==> src/rtl/audCfgPkg.sv <==
package audCfgPkg;
  localparam int SLOT_COUNT = 8;
  localparam int IDX_W      = 4;
  localparam int DATA_W     = 7;
  localparam int BYTE_W     = 8;
  localparam int RSVD_SLOT  = 4;

  typedef struct packed {
    logic              wrEn;
    logic [IDX_W-1:0]  wrIdx;
    logic [DATA_W-1:0] wrData;
  } cfgStrobe_t;

  function automatic int slotWidth(input int idx);
    case (idx)
      0:       return 2;
      1, 3, 5: return 4;
      2, 6, 7: return 7;
      default: return 0;
    endcase
  endfunction

  function automatic logic [DATA_W-1:0] slotReset(input int idx);
    case (idx)
      0:       return 7'b0000010;
      1:       return 7'b0001110;
      2:       return 7'b1111000;
      3:       return 7'b0000111;
      5:       return 7'b0001110;
      6, 7:    return 7'b1111111;
      default: return 7'b0000000;
    endcase
  endfunction
endpackage

==> src/rtl/audCfgBusCtrl.sv <==
module audCfgBusCtrl
  import audCfgPkg::*;
#(
  parameter logic [BYTE_W-1:0] CHIP_ADDR   = 8'h88,
  parameter int                SYNC_STAGES = 2
) (
  input  logic       clk,
  input  logic       rstN,
  input  logic       sclIn,
  input  logic       sdaIn,
  output logic       sdaPullLow,
  output cfgStrobe_t stb
);
  localparam int CNT_W = $clog2(BYTE_W + 1);

  typedef enum logic [1:0] {ST_IDLE, ST_ADDR, ST_SUB, ST_DATA} busState_t;

  logic [SYNC_STAGES-1:0] sclSync, sdaSync;
  logic                   sclS, sdaS, sclP, sdaP;
  logic                   sclRise, sclFall, startDet, stopDet;
  busState_t              state;
  logic [CNT_W-1:0]       bitCnt;
  logic [BYTE_W-1:0]      shReg;
  logic                   inAck, sdaDrv, autoInc;
  logic [IDX_W-1:0]       subPtr;

  // two-stage synchronisers, idle-high at reset
  always_ff @(posedge clk or negedge rstN) begin
    if (!rstN) begin
      sclSync <= '1;
      sdaSync <= '1;
      sclP    <= 1'b1;
      sdaP    <= 1'b1;
    end else begin
      sclSync <= {sclSync[SYNC_STAGES-2:0], sclIn};
      sdaSync <= {sdaSync[SYNC_STAGES-2:0], sdaIn};
      sclP    <= sclS;
      sdaP    <= sdaS;
    end
  end

  assign sclS     = sclSync[SYNC_STAGES-1];
  assign sdaS     = sdaSync[SYNC_STAGES-1];
  assign sclRise  = sclS & ~sclP;
  assign sclFall  = ~sclS & sclP;
  assign startDet = sclS & sclP & sdaP & ~sdaS;
  assign stopDet  = sclS & sclP & ~sdaP & sdaS;

  always_ff @(posedge clk or negedge rstN) begin
    if (!rstN) begin
      state   <= ST_IDLE;
      bitCnt  <= '0;
      shReg   <= '0;
      inAck   <= 1'b0;
      sdaDrv  <= 1'b0;
      autoInc <= 1'b0;
      subPtr  <= '0;
      stb     <= '0;
    end else begin
      stb.wrEn <= 1'b0;
      if (startDet) begin
        state  <= ST_ADDR;
        bitCnt <= '0;
        inAck  <= 1'b0;
        sdaDrv <= 1'b0;
      end else if (stopDet) begin
        state  <= ST_IDLE;
        bitCnt <= '0;
        inAck  <= 1'b0;
        sdaDrv <= 1'b0;
      end else if (state != ST_IDLE) begin
        if (sclRise && !inAck && bitCnt < CNT_W'(BYTE_W)) begin
          shReg  <= {shReg[BYTE_W-2:0], sdaS};
          bitCnt <= bitCnt + 1'b1;
        end
        if (sclFall) begin
          if (inAck) begin
            inAck  <= 1'b0;
            sdaDrv <= 1'b0;
            bitCnt <= '0;
          end else if (bitCnt == CNT_W'(BYTE_W)) begin
            inAck <= 1'b1;
            case (state)
              ST_ADDR: begin
                if (shReg == CHIP_ADDR) begin
                  sdaDrv <= 1'b1;
                  state  <= ST_SUB;
                end else begin
                  state <= ST_IDLE;
                end
              end
              ST_SUB: begin
                subPtr  <= shReg[IDX_W-1:0];
                autoInc <= shReg[IDX_W];
                sdaDrv  <= 1'b1;
                state   <= ST_DATA;
              end
              default: begin
                sdaDrv     <= 1'b1;
                stb.wrEn   <= 1'b1;
                stb.wrIdx  <= subPtr;
                stb.wrData <= shReg[DATA_W-1:0];
                if (autoInc) subPtr <= subPtr + 1'b1;
              end
            endcase
          end
        end
      end
    end
  end

  assign sdaPullLow = sdaDrv;


  pull_while_low_chk: assert property (@(posedge clk) disable iff (!rstN)
    !$stable(sdaDrv) |-> !sclS);

  write_acked_chk: assert property (@(posedge clk) disable iff (!rstN)
    stb.wrEn |-> sdaDrv);

  stop_release_chk: assert property (@(posedge clk) disable iff (!rstN)
    stopDet |=> (!sdaDrv && !stb.wrEn));

  idle_silent_chk: assert property (@(posedge clk) disable iff (!rstN)
    (state == ST_IDLE && !startDet) |=> (!sdaDrv && !stb.wrEn));
endmodule

==> src/rtl/audCfgRegBank.sv <==
module audCfgRegBank
  import audCfgPkg::*;
(
  input  logic       clk,
  input  logic       rstN,
  input  cfgStrobe_t stb,
  output logic [1:0] srcSel,
  output logic [3:0] srcGain,
  output logic [6:0] masterLvl,
  output logic [3:0] toneLow,
  output logic [3:0] toneHigh,
  output logic [6:0] attnRight,
  output logic [6:0] attnLeft
);
  for (genvar i = 0; i < SLOT_COUNT; i++) begin : gSlot
    if (i != RSVD_SLOT) begin : gReg
      localparam int              W  = slotWidth(i);
      localparam logic [DATA_W-1:0] RV = slotReset(i);
      logic [W-1:0] q;
      always_ff @(posedge clk or negedge rstN) begin
        if (!rstN) q <= RV[W-1:0];
        else if (stb.wrEn && stb.wrIdx == IDX_W'(i)) q <= stb.wrData[W-1:0];
      end
    end
  end

  assign srcSel    = gSlot[0].gReg.q;
  assign srcGain   = gSlot[1].gReg.q;
  assign masterLvl = gSlot[2].gReg.q;
  assign toneLow   = gSlot[3].gReg.q;
  assign toneHigh  = gSlot[5].gReg.q;
  assign attnRight = gSlot[6].gReg.q;
  assign attnLeft  = gSlot[7].gReg.q;

  logic [34:0] allSettings;
  assign allSettings = {srcSel, srcGain, masterLvl, toneLow, toneHigh, attnRight, attnLeft};


  dropped_slot_chk: assert property (@(posedge clk) disable iff (!rstN)
    (stb.wrEn && (stb.wrIdx == IDX_W'(RSVD_SLOT) || stb.wrIdx[IDX_W-1])) |=> $stable(allSettings));

  no_write_hold_chk: assert property (@(posedge clk) disable iff (!rstN)
    !stb.wrEn |=> $stable(allSettings));
endmodule

==> src/rtl/audCfgTarget.sv <==
module audCfgTarget
  import audCfgPkg::*;
#(
  parameter logic [7:0] CHIP_ADDR   = 8'h88,
  parameter int         SYNC_STAGES = 2
) (
  input  logic       clk,
  input  logic       rstN,
  input  logic       sclIn,
  input  logic       sdaIn,
  output logic       sdaPullLow,
  output logic [1:0] srcSel,
  output logic [3:0] srcGain,
  output logic [6:0] masterLvl,
  output logic [3:0] toneLow,
  output logic [3:0] toneHigh,
  output logic [6:0] attnRight,
  output logic [6:0] attnLeft
);
  cfgStrobe_t stb;

  audCfgBusCtrl #(.CHIP_ADDR(CHIP_ADDR), .SYNC_STAGES(SYNC_STAGES)) u_ctrl (
    .clk(clk), .rstN(rstN), .sclIn(sclIn), .sdaIn(sdaIn),
    .sdaPullLow(sdaPullLow), .stb(stb)
  );

  audCfgRegBank u_bank (
    .clk(clk), .rstN(rstN), .stb(stb),
    .srcSel(srcSel), .srcGain(srcGain), .masterLvl(masterLvl),
    .toneLow(toneLow), .toneHigh(toneHigh),
    .attnRight(attnRight), .attnLeft(attnLeft)
  );
endmodule

==> config.mk <==
export PLATFORM = sky130hd
export DESIGN_NAME = audCfgTarget
export DESIGN_NICKNAME = d
export VERILOG_FILES = /design/src/rtl/audCfgPkg.sv /design/src/rtl/audCfgBusCtrl.sv /design/src/rtl/audCfgRegBank.sv /design/src/rtl/audCfgTarget.sv
export SDC_FILE = /design/constraint.sdc
export NUM_CORES = 1
export LEC_CHECK = 0
export BUFFER_PORTS_ARGS = -buffer_cell sky130_fd_sc_hd__buf_2
export CORE_ASPECT_RATIO = 0.75
export CORE_MARGIN = 2
export CORE_UTILIZATION = 50
export DETAILED_ROUTE_END_ITERATION = 7
export GPL_TIMING_DRIVEN = 0
export PLACE_DENSITY = 0.7
export RECOVER_POWER = 25
export SETUP_SLACK_MARGIN = 0.5
export SKIP_CTS_REPAIR_TIMING = 1
export SLEW_MARGIN = 20
export SYNTH_ARGS = -nofsm -noshare
export SYNTH_HDL_FRONTEND = slang
export SYNTH_HIERARCHICAL = 1
export SYNTH_SLANG_ARGS = --single-unit
==> constraint.sdc <==
create_clock -name clk -period 2.73 [get_ports clk]
set_input_delay 0.273 -clock clk [delete_from_list [all_inputs] [get_ports clk]]
set_output_delay 0.273 -clock clk [all_outputs]
set_load 0.02 [all_outputs]
==> results.md, run 1 <==
- WP data arrival: 2.25 ns
- Cell area power density: 631 nW/µm²
- Total track usage: 0.179
- Fraction of layout cells with a size suffix above 1: 0.552
- Final core utilization: 0.600
- Status: completed
- TritonCTS buffer count: 9
- DP HPWL: 3710 µm
- Routed WL: 5530 µm
- Syn_area_per_cell: 14.5 µm²
- Die Width: 95.6 µm
- Row count: 25
- Input/output buffers: 39
- Hold Vio Cnt, Final: 0
- FF-to-FF Start: u_ctrl/state[0]
- Peak Freq: 0.494 GHz
- Top cells by area, synth: dfrtp_1, dfstp_2, mux2_2
- Worst reg-to-reg path cell count: 7
- Longest Clk Path Bufs: 2
- Worst path max stage delay: 0.38 ns
- H-Tree Depth: 3
- Grt ovf: 0
- Synth area leader: dfrtp_1
- Slew @ Worst Pin: 0.965 ns
- Setup slack, reg-to-reg: 0.70 ns
- Synthesized flop and latch total: 74
- Synth top area share: 0.318
- Antenna diode count: 0
- Max_cap viols: 0
- Post-synth top cells: mux2_2, dfrtp_1, dfstp_2, nor2_1, nand2_1
- Yosys cell types: 40
- Detail Route Antenna Nets: 0
- Drt wl/cell: 15.4 µm
- Top-count cell post-synth: mux2_2
- Setup TNS: 0 ns
- Crit Path Category: reg -> reg
- Final setup viols: 0
- Worst Hold Launch: u_ctrl/sdaSync[0]
- Die Area: 6960 µm²
- Unrepaired setup endpoints after global routing: no
- Clock latency on the worst-skew pair: 0.34 ns
- Sequential area share after synthesis: 0.602
- Root Buffer Master: clkbuf_8
- VDD IR max: 337 µV
- Count of final max-slew check failures: 0
- Clock transition at path regs: 0.07 ns
- CTS tree: built
- Nets@finish: 284
- Final min period: 2.03 ns
- DR pass1 iterations: 4
- HP Class: reg -> reg
- Slew HR: 0.357
- Gpl congestion: 0.777
- Area grow syn2layout: 18.1%
- Slowest cell on crit path: dfrtp_1
- # IOs: 40
- Die Ht: 72.7 µm
- Total number of vias: 1,896
- 1st-iter DRT viols: 107
- DR vias/cell: 5.30
- Net count after synthesis: 228
- First-pass GRT wire length: 9220 µm
- Most common flop cell mapped by yosys: dfrtp_1
- Highest fanout seen on the critical path: 10
- Initial core utilization: 0.508
- Clock tree sinks: 74
- Mapped Cells: 217
- Setup crit end kind: flop
- Initial antenna violation count: 0
- Syn Std Cell Area: 3150 µm²
- Pin count of the biggest net entering global routing: 60
- Final Cycle Share: 0.742
- Post-synth EDFFs: 0
- Critical Path, Cell by Cell: inv_1, ha_1, nor3b_2, nand2_1, nor2_2, buf_4, mux2_2
- WHS Endpoint: u_ctrl/sdaSync[1]
- Core ar.: 6190 µm²
- Crit path required time: 2.96 ns
- Pleak: 0.00178 µW
- DRC Markers: 0
- Type of origin of the critical path: flop
- Clock Skew: 0.00548 ns
- Async SR Flop Fraction: 1.00
- Worst R2R End: u_ctrl/stb[9]
- Worst Hold Path Cells: 0
- Vias in the first global route: 1,822
- Synth warn: 6
==> kinds of logic after synthesis <==
logic type / after synthesis / synth area share
AND/OR/NAND/NOR: 48 / 0.101
adder cells (fa/ha/maj): 7 / 0.0278
AO/OA/AOI/OAI: 17 / 0.0346
multiplexers: 61 / 0.218
XOR/XNOR: 2 / 0.00556
flip-flops: 74 / 0.602
buffers and inverters: 8 / 0.0111
==> stage by stage <==
step | hold slack [ns] | std cells | power, µW | setup WS (ns) | cell area, µm²
2_1_floorplan | -0.0226 | 217 | 1440 | 0.804 | 3150
3_5_place_dp | 0.153 | 338 | 1540 | 0.508 | 3480
5_1_grt | 0.366 | 358 | 2470 | 0.524 | 3720
6_report | 0.363 | 358 | 2350 | 0.704 | 3720
3_3_place_gp | 0.345 | 337 | 1520 | 0.514 | 3450
4_1_cts | -0.219 | 353 | 2380 | 0.497 | 3670
==> final cells by class <==
class | instances | area (µm²)
plain buffers | 3 | 16.3
clock buffers | 11 | 141
clock inverters | 4 | 52.6
fillers | 490 | 2470
inverters | 5 | 18.8
multi-input cells | 135 | 1230
flip-flops and latches | 74 | 1890
well taps | 81 | 101
repair buffers | 45 | 267
==> metal layers <==
| layer | up-vias | global-route usage | routed length, µm |
|---|---|---|---|
| met2 | 41 | 0.253 | 2470 |
| li1 | 892 | - | - |
| met1 | 956 | 0.258 | 2740 |
| met5 | - | 0 | 0 |
| met3 | 7 | 0.0733 | 274 |
| met4 | 0 | 0.0476 | 47 |
==> worst max path at each step <==
stage               startpoint          endpoint  slack, ns
2_1_floorplan  u_ctrl/state[0]  u_ctrl/subPtr[2]       0.80
4_1_cts        u_ctrl/state[0]     u_ctrl/stb[9]       0.50
6_report       u_ctrl/state[0]     u_ctrl/stb[9]       0.70
5_1_grt        u_ctrl/state[0]   u_ctrl/shReg[4]       0.52
3_5_place_dp   u_ctrl/state[0]     u_ctrl/stb[9]       0.51
3_3_place_gp   u_ctrl/state[0]     u_ctrl/stb[6]       0.51
==> flip-flops by register name (all words and copies together) (netlist names), 2 cells and up <==
signal	cells
u_bank/toneHigh	4
u_bank/attnRight	7
u_ctrl/subPtr	4
u_bank/srcGain	4
u_ctrl/sdaSync	2
u_ctrl/sclSync	2
u_ctrl/stb	12
u_ctrl/state	2
u_ctrl/shReg	8
u_bank/srcSel	2
u_ctrl/bitCnt	4
u_bank/attnLeft	7
u_bank/toneLow	4
u_bank/masterLvl	7
==> critical path: cells and delay by family, from the launching register on <==
kind                       cells  cell delay (ns)
muxes                          1             0.35
adders and majority gates      1             0.28
and+or+nand+nor                3             0.58
DFF                            1             0.38
buffers and inverters          2             0.32
==> power by group <==
group	internal (µW)	total [µW]	switching (µW)	leakage, µW
logic	121	214	93.5	0.000810
clock network	442	829	387	0.0000877
registers	1190	1300	110	0.000885
total	1760	2350	591	0.00178
==> layout by cell type, fill, tap and decap left out, types with 2 or more instances in the layout <==
cell type / instances
a21o_1: 2
a21oi_1: 5
buf_2: 39
buf_4: 3
clkbuf_1: 3
clkbuf_8: 10
clkinvlp_4: 3
dfrtp_1: 40
dfstp_1: 2
dfstp_2: 32
dlygate4sd3_1: 3
ha_1: 7
inv_1: 5
mux2_2: 53
mux2_4: 2
mux2i_1: 6
nand2_1: 8
nand2b_1: 2
nand3_1: 3
nand3b_1: 3
nor2_1: 10
nor2_2: 2
nor2b_1: 2
nor3b_1: 2
nor3b_2: 3
nor4b_1: 4
o21ai_0: 2
o22ai_1: 2
xnor2_1: 2
No activity file was read; power rests on OpenSTA's default activity.
==> inputs of run 2 (changes only) <==
--- a/config.mk
+++ b/config.mk
@@ -11,7 +11,7 @@
 export CORE_UTILIZATION = 50
 export DETAILED_ROUTE_END_ITERATION = 7
 export GPL_TIMING_DRIVEN = 0
-export PLACE_DENSITY = 0.7
+export PLACE_DENSITY = 0.73
 export RECOVER_POWER = 25
 export SETUP_SLACK_MARGIN = 0.5
 export SKIP_CTS_REPAIR_TIMING = 1
==> constraint.sdc (replaced) <==
create_clock -name clk -period 1.7 [get_ports clk]
set_input_delay 0.17 -clock clk [delete_from_list [all_inputs] [get_ports clk]]
set_output_delay 0.17 -clock clk [all_outputs]
set_load 0.02 [all_outputs]
==> run 2 against run 1 <==
Against the previous run:
- largest power group unchanged
- hold slack worse by 0.0035 ns
- sequential share of layout area is 9.7 points lower
- largest cell class unchanged
- power is 85% higher
- die area stayed put
- first-iteration DRC count is 11% higher
- the run now ends with setup timing left
- highest routed layer unchanged
- core utilization is 14 points higher
==> results.md, run 2 (same netlist as run 1, synthesis figures left out) <==
- Clock tree sinks: 74 (unchanged)
- Met2 Use GR: 0.268 (+0.0155)
- Die Width: 95.6 µm (unchanged)
- Setup TNS: -4.67 ns (-4.67 ns)
- 1st-iter DRT viols: 119 (+11%)
- Biggest register: u_ctrl/stb
- Clock latency on the worst-skew pair: 0.36 ns (+0.02 ns)
- Non-Filler Instances: 387 (+8.1%)
- Slew HR: 0.339 (-0.0173)
- Root Buffer Master: clkbuf_8
- H-Tree Depth: 3 (unchanged)
- Top flop regs: u_ctrl/stb x12, u_ctrl/shReg x8
- Peak Freq: 0.505 GHz (+2.4%)
- TritonCTS buffer count: 9 (unchanged)
- Final core utilization: 0.744 (+0.143)
- Placed inst area: 3610 µm² (+4.0%)
- Setup crit end kind: flop
- Longest Clk Path Bufs: 2 (unchanged)
- Total track usage: 0.185 (+0.00626)
- DP HPWL: 3870 µm (+4.2%)
- Pin count of the biggest net entering global routing: 60 (unchanged)
- Antenna diode count: 0 (unchanged)
- Gr busiest metal: met2
- Drt wl/cell: 19.3 µm (+25%)
- First-pass GRT wire length: 9490 µm (+3.0%)
- Post-route setup slack: -0.279 ns (-0.983 ns)
- Initial antenna violation count: 0 (unchanged)
- Count of final max-slew check failures: 0 (unchanged)
- Cell area power density: 943 nW/µm² (+49%)
- Critical Path, Cell by Cell: inv_2, ha_4, nor3b_4, nand2_2, nor2_4, buf_6, mux2_2
- Commonest non-fill, non-tap cell in the layout: mux2_4
- GRT met1 Usage: 0.261 (+0.00274)
- Largest register FFs: 12 (unchanged)
- FF-to-FF Start: u_ctrl/state[0]
- Routed WL: 7470 µm (+35%)
- DRC Markers: 0 (unchanged)
- Clock Skew: 0.00821 ns (+0.00273 ns)
- Worst R2R End: u_ctrl/stb[7]
- Area grow syn2layout: 46.2%
- Vias in the first global route: 1,901 (+4.3%)
- Nets@finish: 312 (+9.9%)
- Highest fanout seen on the critical path: 5 (-5)
- Total number of vias: 2,107 (+11%)
- Crit path required time: 1.94 ns (-1.02 ns)
- Status: finished, violations left
- Gpl congestion: 0.775 (-0.22%)
- Worst path max stage delay: 0.39 ns (about the same)
- # IOs: 40 (unchanged)
- Met3 Track Usage GR: 0.0671 (-0.00620)
- CTS tree: built
- VDD IR max: 761 µV (+130%)
- DR vias/cell: 5.44 (+2.8%)
- Hold Vio Cnt, Final: 0 (unchanged)
- Core ar.: 6190 µm² (unchanged)
- Crit Path Category: reg -> reg
- Input/output buffers: 39 (unchanged)
- Detail Route Antenna Nets: 0 (unchanged)
- Die Area: 6960 µm² (unchanged)
- Setup slack, reg-to-reg: -0.28 ns (-0.98 ns)
- Pleak: 0.00211 µW (+19%)
- Cells after DPL: 338 (unchanged)
- Crit. Startpoint: u_ctrl/state[0]
- Design Area, Final: 4610 µm² (+24%)
- Clock transition at path regs: 0.08 ns (about the same)
- CP Capture Point: u_ctrl/stb[7]
- Grt ovf: 0 (unchanged)
- Slowest cell on crit path: dfrtp_1
- Unrepaired setup endpoints after global routing: yes
- HP Class: reg -> reg
- Slew @ Worst Pin: 0.991 ns (+0.0260 ns)
- Final min period: 1.98 ns (-0.0468 ns)
- Final Cycle Share: 1.16 (+0.422)
- WP data arrival: 2.22 ns (-0.03 ns)
- Row count: 25 (unchanged)
- Type of origin of the critical path: flop
- Most frequent cells in the layout: mux2_4, buf_6, dfrtp_1
- Violated checks: setup timing
- Worst reg-to-reg path cell count: 7 (unchanged)
- Max_cap viols: 0 (unchanged)
- Final setup viols: 25 (+25)
- Initial core utilization: 0.508 (unchanged)
- DR pass1 iterations: 4 (unchanged)
- Fraction of layout cells with a size suffix above 1: 0.683 (+0.131)
- Die Ht: 72.7 µm (unchanged)
-- run 2: changes by cell type in the layout (fill, tap and decap cells not counted), moves of 3 or more --
cell / delta
inv_2: +4
buf_4: +13
dfrtp_1: -3
nor2_4: +3
mux2_4: +52
nor3b_4: +3
dfrtp_2: +3
mux2_2: -52
inv_1: -4
nor2_1: -3
buf_12: +4
buf_2: -29
buf_6: +38
-- run 2: how the worst min path moves through the flow --
| stage | cells after the start | start | to | slack [ns] |
|---|---|---|---|---|
| after floorplan | 0 | rstN | u_bank/masterLvl[0] | -0.13 |
| after global placement | 1 | sclIn | u_ctrl/sclSync[0] | 0.28 |
| after detailed placement | 1 | rstN | u_bank/srcSel[0] | 0.06 |
| after CTS | 1 | rstN | u_bank/srcGain[0] | -0.34 |
| after global routing | 0 | u_ctrl/sclSync[0] | u_ctrl/sclSync[1] | 0.37 |
| final | 0 | u_ctrl/sclSync[0] | u_ctrl/sclSync[1] | 0.36 |
-- run 2: final cells by class --
type | instances | area, µm²
flip-flops and latches | 74 | 1900
fillers | 368 | 1590
multi-input cells | 135 | 1580
repair buffers | 73 | 743
clock buffers | 12 | 155
well taps | 81 | 101
clock inverters | 4 | 75.1
plain buffers | 3 | 31.3
inverters | 5 | 18.8
-- run 2: worst max-delay path: cells and delay by family, from the launching register on --
kind	cells	cell delay [ns]
DFF	1	0.39
buffers and inverters	2	0.26
and+or+nand+nor	3	0.69
muxes	1	0.33
adders and majority gates	1	0.19
-- run 2: where the power goes --
part / internal (µW) / switching [µW] / total, µW / leakage (µW)
logic: 396 / 256 / 652 / 0.00112
clock network: 907 / 656 / 1560 / 0.000109
registers: 1920 / 208 / 2130 / 0.000881
-- run 2: layer usage --
metal / vias to the layer above / wire (µm)
met5: - / 0
met2: 52 / 3640
met1: 1097 / 3420
met4: 0 / 73
met3: 12 / 333
li1: 946 / -
-- run 2: through the flow --
step | hold slack [ns] | total power (µW) | worst slack [ns]
2_1_floorplan | -0.126 | 2330 | -0.138
3_3_place_gp | 0.276 | 2460 | -0.386
3_5_place_dp | 0.0568 | 2490 | -0.417
4_1_cts | -0.335 | 4060 | -0.433
5_1_grt | 0.370 | 4510 | -0.338
6_report | 0.359 | 4340 | -0.279
==> inputs of run 3 (changes only) <==
--- a/config.mk
+++ b/config.mk
@@ -6,7 +6,7 @@
 export NUM_CORES = 1
 export LEC_CHECK = 0
 export BUFFER_PORTS_ARGS = -buffer_cell sky130_fd_sc_hd__buf_2
-export CORE_ASPECT_RATIO = 0.75
+export CORE_ASPECT_RATIO = 0.8
 export CORE_MARGIN = 2
 export CORE_UTILIZATION = 50
 export DETAILED_ROUTE_END_ITERATION = 7
==> run 3 against run 2 <==
Against the previous run:
- final cell count stayed put
- critical path type unchanged
- the run still ends with setup timing left
- highest routed layer unchanged
- critical endpoint is now u_ctrl/shReg[5]
- routed wire length is 8.4% lower
- clock-buffer cell count is 1 lower
- fmax is 7.2% higher
- sequential share of layout area is 1.1 points higher
==> results.md, run 3 (same netlist as run 1, synthesis figures left out) <==
- Status: finished, violations left
- Violated checks: setup timing
- Setup crit end kind: flop
- Die Width: 92.7 µm (-3.0%)
- Most frequent cells in the layout: mux2_4, dfrtp_1, buf_6
- Slowest cell on crit path: dfrtp_1
- Routed WL: 6840 µm (-8.4%)
- Grt ovf: 0 (unchanged)
- CTS tree: built
- Final setup viols: 24 (-4.0%)
- Max_cap viols: 0 (unchanged)
- Nets@finish: 312 (unchanged)
- H-Tree Depth: 3 (unchanged)
- Final Cycle Share: 1.09 (-0.0779)
- Hold Vio Cnt, Final: 0 (unchanged)
- DR vias/cell: 5.27 (-3.2%)
- Comb pwr share: 0.112 (-0.038)
- Switch share: 0.253 (-0.00540)
- Crit path required time: 1.93 ns (about the same)
- Clock latency on the worst-skew pair: 0.35 ns (about the same)
- Area grow syn2layout: 42.4%
- Worst path max stage delay: 0.39 ns (about the same)
- Detail Route Antenna Nets: 0 (unchanged)
- Highest fanout seen on the critical path: 10 (+5)
- Crit Path Category: reg -> reg
- Clock transition at path regs: 0.08 ns (about the same)
- 1st-iter DRT viols: 144 (+21%)
- DP HPWL: 3980 µm (+2.9%)
- Die Ht: 75.0 µm (+3.1%)
- Initial core utilization: 0.524 (+0.0159)
- Clock share of power: 0.372 (+0.012)
- Post-route setup slack: -0.146 ns (+0.132 ns)
- Top flop regs: u_ctrl/stb x12, u_ctrl/shReg x8
- Count of final max-slew check failures: 0 (unchanged)
- Placed inst area: 3610 µm² (unchanged)
- VDD IR max: 638 µV (-16%)
- Final min period: 1.85 ns (-0.132 ns)
- Antenna diode count: 0 (unchanged)
- Slew @ Worst Pin: 0.672 ns (-0.319 ns)
- Gpl congestion: 0.798 (+2.9%)
- Commonest non-fill, non-tap cell in the layout: mux2_4
- Core ar.: 6010 µm² (-3.0%)
- Largest register FFs: 12 (unchanged)
- Sw Pwr: 1030 µW (-8.0%)
- Initial antenna violation count: 0 (unchanged)
- # IOs: 40 (unchanged)
- Row count: 25 (unchanged)
- Input/output buffers: 39 (unchanged)
- Pin count of the biggest net entering global routing: 51 (-15%)
- Critical Path, Cell by Cell: inv_2, ha_4, nor4b_2, nor2b_1, buf_6, mux2_2
- Root Buffer Master: clkbuf_8
- Cell area power density: 910 nW/µm² (-3.4%)
- WP data arrival: 2.08 ns (-0.14 ns)
- First-pass GRT wire length: 9690 µm (+2.0%)
- Drt wl/cell: 17.7 µm (-8.4%)
- Type of origin of the critical path: flop
- Clock Skew: 0.00714 ns (-0.00106 ns)
- Pleak: 0.00207 µW (-2.2%)
- Sequential cell fraction of total power: 0.516 (+0.026)
- Longest Clk Path Bufs: 2 (unchanged)
- Design Area, Final: 4480 µm² (-2.7%)
- TritonCTS buffer count: 9 (unchanged)
- Total power: 4080 µW (-6.0%)
- Biggest register: u_ctrl/stb
- DRC Markers: 0 (unchanged)
- Unrepaired setup endpoints after global routing: yes
- Total number of vias: 2,040 (-3.2%)
- Internal: 3050 µW (-5.3%)
- HP Class: reg -> reg
- Peak Freq: 0.542 GHz (+7.2%)
- Slew HR: 0.552 (+0.213)
- Total track usage: 0.186 (+0.000376)
- Clock tree sinks: 74 (unchanged)
- DR pass1 iterations: 4 (unchanged)
- Vias in the first global route: 1,917 (+0.84%)
- Die Area: 6950 µm² (about the same)
- Fraction of layout cells with a size suffix above 1: 0.667 (-0.0163)
## run 3: cell count changes in the layout (fill, tap and decap cells not counted), moves of 3 or more
| cell | change |
|---|---|
| buf_6 | -3 |
| mux2_4 | -9 |
| mux2_2 | +9 |
| buf_4 | +5 |
## run 3: power by group through the flow
stage | clock, µW | sequential (µW) | combinational [µW]
final | 1520 | 2110 | 455
after floorplan | 0 | 2060 | 273
after CTS | 1550 | 2100 | 370
after global placement | 0 | 2120 | 342
after global routing | 1630 | 2140 | 512
after detailed placement | 0 | 2130 | 367
## run 3: worst max-delay path: cells and delay by family, from the launching register on
kind          cells  cell delay (ns)
flops             1             0.39
fa+ha+maj         1             0.18
simple gates      2             0.57
buf+inv           2             0.25
mux               1             0.34
## run 3: layout make-up
class | instances | area [µm²]
plain buffers | 3 | 30.0
clock buffers | 11 | 141
clock inverters | 5 | 78.8
fillers | 374 | 1520
inverters | 5 | 18.8
multi-input cells | 135 | 1500
flip-flops and latches | 74 | 1900
well taps | 81 | 101
repair buffers | 73 | 718
## run 3: worst paths after layout
| kind | start | to | slack [ns] | cells after the start |
|---|---|---|---|---|
| setup / recovery | u_ctrl/state[1] | u_ctrl/shReg[5] | -0.15 | 6 |
| hold / removal | u_ctrl/sclSync[0] | u_ctrl/sclSync[1] | 0.36 | 0 |
| setup reg to reg | u_ctrl/state[1] | u_ctrl/shReg[5] | -0.15 | 6 |
| hold reg to reg | u_ctrl/sclSync[0] | u_ctrl/sclSync[1] | 0.36 | 0 |
| max in group asynchronous | rstN | u_bank/toneHigh[3] | 0.59 | 3 |
| min in group asynchronous | rstN | u_ctrl/bitCnt[0] | 0.39 | 2 |
## run 3: stage by stage
stage	instances	TNS (ns)	utilization	setup WS [ns]	hold slack (ns)
2_1_floorplan	217	-1.46	-	-0.138	-0.126
3_3_place_gp	337	-6.17	0.597	-0.411	0.275
3_5_place_dp	338	-6.70	0.602	-0.410	0.106
4_1_cts	354	-7.23	0.639	-0.433	-0.275
5_1_grt	387	-4.74	0.746	-0.233	0.367
6_report	387	-2.79	0.746	-0.146	0.360
## run 3: routing by layer
metal	part of all wire	track usage	up-vias	routed length (µm)
met1	0.47	0.264	1031	3250
met3	0.038	0.0511	10	262
met4	0.014	0.0784	0	97
li1	-	-	951	-
met2	0.47	0.273	48	3240
met5	0	0	-	0
